--- config.mk ---
export PLATFORM = sky130hd
export DESIGN_NAME = serial_phase_synth
export DESIGN_NICKNAME = d
export VERILOG_FILES = /design/src/rtl/sps_pkg.sv /design/src/rtl/sps_bit_counter.sv /design/src/rtl/sps_shift_reg.sv /design/src/rtl/sps_serial_adder.sv /design/src/rtl/serial_phase_synth.sv
export SDC_FILE = /design/constraint.sdc
export NUM_CORES = 1
export LEC_CHECK = 0
export ABC_CLOCK_PERIOD_IN_PS = 2300
export BUFFER_PORTS_ARGS = -buffer_cell sky130_fd_sc_hd__buf_2
export CORE_MARGIN = 5
export CORE_UTILIZATION = 35
export CTS_CLUSTER_SIZE = 10
export DETAILED_ROUTE_END_ITERATION = 6
export GPL_TIMING_DRIVEN = 0
export PLACE_DENSITY = 0.63
export SETUP_SLACK_MARGIN = 0.2
export SYNTH_ARGS = -nofsm -noshare
export SYNTH_HDL_FRONTEND = slang
export SYNTH_SLANG_ARGS = --single-unit
--- constraint.sdc ---
create_clock -name clk_i -period 2.3 [get_ports clk_i]
set_input_delay 0.115 -clock clk_i [delete_from_list [all_inputs] [get_ports clk_i]]
set_output_delay 0.115 -clock clk_i [all_outputs]
set_load 0.02 [all_outputs]
--- src/rtl/sps_pkg.sv ---
package sps_pkg;
   localparam int unsigned SPS_DEFAULT_W = 32;

   function automatic int unsigned sps_idx_w(input int unsigned width);
      return (width < 2) ? 1 : $clog2(width);
   endfunction
endpackage

--- src/rtl/sps_bit_counter.sv ---
module sps_bit_counter #(
   parameter int unsigned W = sps_pkg::SPS_DEFAULT_W,
   localparam int unsigned IW = sps_pkg::sps_idx_w(W)
) (
   input  logic          clk_i,
   input  logic          rst_i,
   output logic [IW-1:0] idx_o,
   output logic          first_o,
   output logic          last_o
);
   localparam logic [IW-1:0] LAST_IDX = IW'(W - 1);

   logic [IW-1:0] idx_q;

   always_ff @(posedge clk_i) begin
      if (rst_i)
         idx_q <= '0;
      else if (idx_q == LAST_IDX)
         idx_q <= '0;
      else
         idx_q <= idx_q + 1'b1;
   end

   assign idx_o   = idx_q;
   assign first_o = (idx_q == '0);
   assign last_o  = (idx_q == LAST_IDX);

   assert_cnt_wrap_R2: assert property (@(posedge clk_i) disable iff (rst_i)
      last_o |=> (idx_o == '0));
endmodule

--- src/rtl/sps_shift_reg.sv ---
module sps_shift_reg #(
   parameter int unsigned W       = sps_pkg::SPS_DEFAULT_W,
   parameter bit          IS_RING = 1'b0
) (
   input  logic         clk_i,
   input  logic         rst_i,
   input  logic [W-1:0] load_i,
   input  logic         ser_i,
   output logic         lsb_o
);
   logic [W-1:0] word_q;

   always_ff @(posedge clk_i) begin
      if (rst_i)
         word_q <= load_i;
      else
         word_q <= {ser_i, word_q[W-1:1]};
   end

   assign lsb_o = word_q[0];

   generate
      if (IS_RING) begin : g_ring_check
         assert_step_popcount_R4: assert property (@(posedge clk_i) disable iff (rst_i)
            !$past(rst_i) |-> ($countones(word_q) == $countones($past(word_q))));
      end
   endgenerate
endmodule

--- src/rtl/sps_serial_adder.sv ---
module sps_serial_adder (
   input  logic clk_i,
   input  logic rst_i,
   input  logic first_i,
   input  logic a_i,
   input  logic b_i,
   output logic sum_o
);
   logic carry_q;
   logic cin;

   assign cin   = first_i ? 1'b0 : carry_q;
   assign sum_o = a_i ^ b_i ^ cin;

   always_ff @(posedge clk_i) begin
      if (rst_i)
         carry_q <= 1'b0;
      else
         carry_q <= (a_i & b_i) | (a_i & cin) | (b_i & cin);
   end

   // a word whose operand bits are both zero at bit 0 must give sum 0 there
   assert_no_carry_leak_R7: assert property (@(posedge clk_i) disable iff (rst_i)
      (first_i && !a_i && !b_i) |-> !sum_o);
endmodule

--- src/rtl/serial_phase_synth.sv ---
module serial_phase_synth #(
   parameter int unsigned W        = sps_pkg::SPS_DEFAULT_W,
   parameter logic [W-1:0] ACC_INIT = '0
) (
   input  logic         clk_i,
   input  logic         rst_i,
   input  logic [W-1:0] step_i,
   output logic         wave_o,
   output logic         strobe_o
);
   localparam int unsigned IW = sps_pkg::sps_idx_w(W);

   generate
      if (W < 2) begin : g_bad_width
         $error("serial_phase_synth: W must be at least 2");
      end
   endgenerate

   logic [IW-1:0] bit_idx;
   logic          first_bit;
   logic          last_bit;
   logic          acc_lsb;
   logic          step_lsb;
   logic          sum_bit;

   sps_bit_counter #(.W(W)) u_cnt (
      .clk_i   (clk_i),
      .rst_i   (rst_i),
      .idx_o   (bit_idx),
      .first_o (first_bit),
      .last_o  (last_bit)
   );

   sps_shift_reg #(.W(W), .IS_RING(1'b1)) u_step (
      .clk_i  (clk_i),
      .rst_i  (rst_i),
      .load_i (step_i),
      .ser_i  (step_lsb),
      .lsb_o  (step_lsb)
   );

   sps_shift_reg #(.W(W), .IS_RING(1'b0)) u_acc (
      .clk_i  (clk_i),
      .rst_i  (rst_i),
      .load_i (ACC_INIT),
      .ser_i  (sum_bit),
      .lsb_o  (acc_lsb)
   );

   sps_serial_adder u_add (
      .clk_i   (clk_i),
      .rst_i   (rst_i),
      .first_i (first_bit),
      .a_i     (acc_lsb),
      .b_i     (step_lsb),
      .sum_o   (sum_bit)
   );

   always_ff @(posedge clk_i) begin
      if (rst_i) begin
         wave_o   <= ACC_INIT[W-1];
         strobe_o <= 1'b0;
      end else begin
         strobe_o <= last_bit;
         if (last_bit)
            wave_o <= sum_bit;
      end
   end

   assert_strobe_single_R2: assert property (@(posedge clk_i) disable iff (rst_i)
      strobe_o |=> !strobe_o);

   assert_strobe_at_zero_R2: assert property (@(posedge clk_i) disable iff (rst_i)
      strobe_o |-> (bit_idx == '0));

   assert_wave_hold_R3: assert property (@(posedge clk_i) disable iff (rst_i)
      (!strobe_o && !$past(rst_i)) |-> $stable(wave_o));
endmodule

==> out/qor.yml <==
status: "completed"
die_x_um: 91.2
hold_depth: 2
critPathMaxFanout: 4
setup_tns_ps: 0
fmax_ghz: 0.584
die_area_um2: 8320
regToRegEndpoint: "wave_o"
finalWirelength_um: 3400
synth-xor-area-share_pct: 0.380
reg2reg_depth: 6
num_vias: 1288
cts_root_buffer: "clkbuf_8"
gr-usage-all-layers_pct: 8.70
reg2reg_from: "u_cnt.idx_o[0]"
synth_compound_area_share_pct: 0.922
synth-seq-cells: 72
coreArea_um2: 6390
reg2reg_slack_ps: 590
tritoncts: "yes"
critical_path_class: "register to register"
syn_avg_cell_area_um2: 13.6
start_kind: "register"
n_antenna_cell: 0
power.total_mw: 2.54
hp-class: "input pin to register"
cap_violations: 0
syn-num-nets: 208
drtIter0Drc: 32
synth_seq_area_share_pct: 62.5
rsz0062_at_grt: "no"
start_util_pct: 36.1
antenna_found_initial: 0
hpwl_um: 2310
first_global_vias: 1284
rows: 29
viasPerCell: 4.10
synth_area_um2: 2310
synth_adder_area_share_pct: 2.49
finalCritPeriodShare_pct: 74.5
slew_violations: 0
worstHoldEndpoint: "u_step.word_q[18]"
period_needed_ps: 1710
dieHeight_um: 91.2
power_density_nw_per_um2: 855
post_dp_cell_area_um2: 2570
relSlewSlack_pct: 77.0
setup_violations: 0
peakVddDrop_mv: 0.758
cts_buffer_depth: 2
fillCellCount: 590
arrival_ps: 1960
postRouteAntennaNets: 0
finalInstanceArea_um2: 2970
grt_max_degree: 12
ys_types: 19
clk_latency_ps: 330
ctsHtreeMaxLevel: 3
tightest_slew_ps: 341
layout.nets: 272
io_buffers: 34
required_ps: 2550
yosysWarningCount: 0
dr.pass1.iters: 4
ios: 36
place_congestion: 0.655
synthSimpleGateAreaFrac_pct: 11.4
syn2layout_area_growth_pct: 28.8
dp.cells: 281
fin_skew_ps: 3.63
numCtsBuffers: 9
synthMuxAreaShare_pct: 18.7
p_leak_nw: 1.32
grt_pass1_wl_um: 5630
worstSetupEndpointType: "register"
synth.area.top_cells: "dfxtp_1 62%, mux2_4 12%, nor2b_1 8.7%"
hold_viol: 0
synth_top_area_cell: "dfxtp_1"
stdcell_count: 314
drive_gt1_share_pct: 37.6
cts_sinks: 72
min-delay-start: "step_i[18]"
cts_setup_buffers: 0
synth_top_area_share_pct: 62.5
remaining_drc_errors: 0
netlist_instances: 170
clk_pin_slew_ps: 70
overflow: 0
wl_per_cell_um: 10.8
synth_top_family_by_area: "multiplexers"
## per-layer routing
metal  share of wire [%]  up-vias  track usage [%]
li1                    -      675                -
met1                  46      584             10.3
met2                  47       24             12.9
met3                 4.9        5             3.97
met4                 2.1        0             5.13
met5                   0        -                0
## critical path, stage by stage (launching register included)
cell	delay (ps)
dfxtp_1	340
inv_1	70
ha_1	150
inv_1	40
o41ai_1	290
fa_1	500
a211oi_1	230
## where the power goes
group	leakage, nW	internal (mW)	total [mW]	switching (mW)
Clock	0.108	0.624	1.03	0.401
Combinational	0.615	0.125	0.182	0.0563
Sequential	0.593	1.31	1.33	0.0200
## what timing repair did
| item | in CTS | in global routing |
|---|---|---|
| endpoints found under the hold margin | 15 | 4 |
| gates resized for setup | 0 | 0 |
| hold buffers | 15 | 4 |
## through the flow
step                hold WS [ps]  setup slack (ps)  util, %
floorplan                    228               718        -
global placement             330               577     40.3
detailed placement           327               575     40.3
CTS                        0.410               554     45.9
global route              0.0243               476     46.5
finish                      15.0               586     46.5
## layout by cell type (no fill, tap or decap)
cell,n
xnor2_1,1
nor3b_1,3
buf_2,40
a211oi_1,1
fa_1,1
nand2_1,1
dlygate4sd3_1,19
mux2_4,19
nor2b_1,32
nor3_1,3
ha_1,3
and3_1,1
o41ai_1,1
bufinv_16,2
clkinv_2,2
nand3_1,1
buf_6,3
mux2_2,13
o21ai_0,1
inv_1,5
clkbuf_8,10
nor2_1,3
dfxtp_1,72
## kinds of logic after synthesis
kind of cell,Yosys count
buf+inv,14
mux,32
compound gates,3
fa+ha+maj,4
simple gates,44
flops,72
xor+xnor,1
## cells in the mapped netlist
master	number
dfxtp_1	72
nor2b_1	32
mux2_4	19
mux2_2	13
buf_2	6
inv_1	5
buf_6	3
ha_1	3
nor2_1	3
nor3_1	3
nor3b_1	3
a211oi_1	1
and3_1	1
fa_1	1
nand2_1	1
nand3_1	1
o21ai_0	1
o41ai_1	1
xnor2_1	1
## registers in the layout (all words and copies together) (netlist names)
signal	flops
u_add.carry_q	1
strobe_o	1
u_cnt.idx_o	5
u_acc.word_q	32
u_step.word_q	32
wave_o	1
## how the worst max path moves through the flow
| stage | start | end | cells after the start |
|---|---|---|---|
| 6_report | u_cnt.idx_o[0] | wave_o | 6 |
| 3_3_place_gp | u_cnt.idx_o[0] | wave_o | 6 |
| 4_1_cts | u_cnt.idx_o[0] | wave_o | 6 |
| 2_1_floorplan | u_cnt.idx_o[0] | wave_o | 6 |
| 5_1_grt | u_cnt.idx_o[0] | wave_o | 6 |
| 3_5_place_dp | u_cnt.idx_o[0] | wave_o | 6 |
## cell type report
class,instances,area (um^2),share of cell area (%)
buffer,9,63.8,2.15
clock buffer,10,138,4.63
clock inverter,4,70.1,2.36
inverter,5,18.8,0.632
multi-input combinational,84,783,26.4
sequential,72,1440,48.5
tap,77,96.3,3.24
timing repair buffer,53,360,12.1
Note: power is estimated with default switching activity, not from simulation.
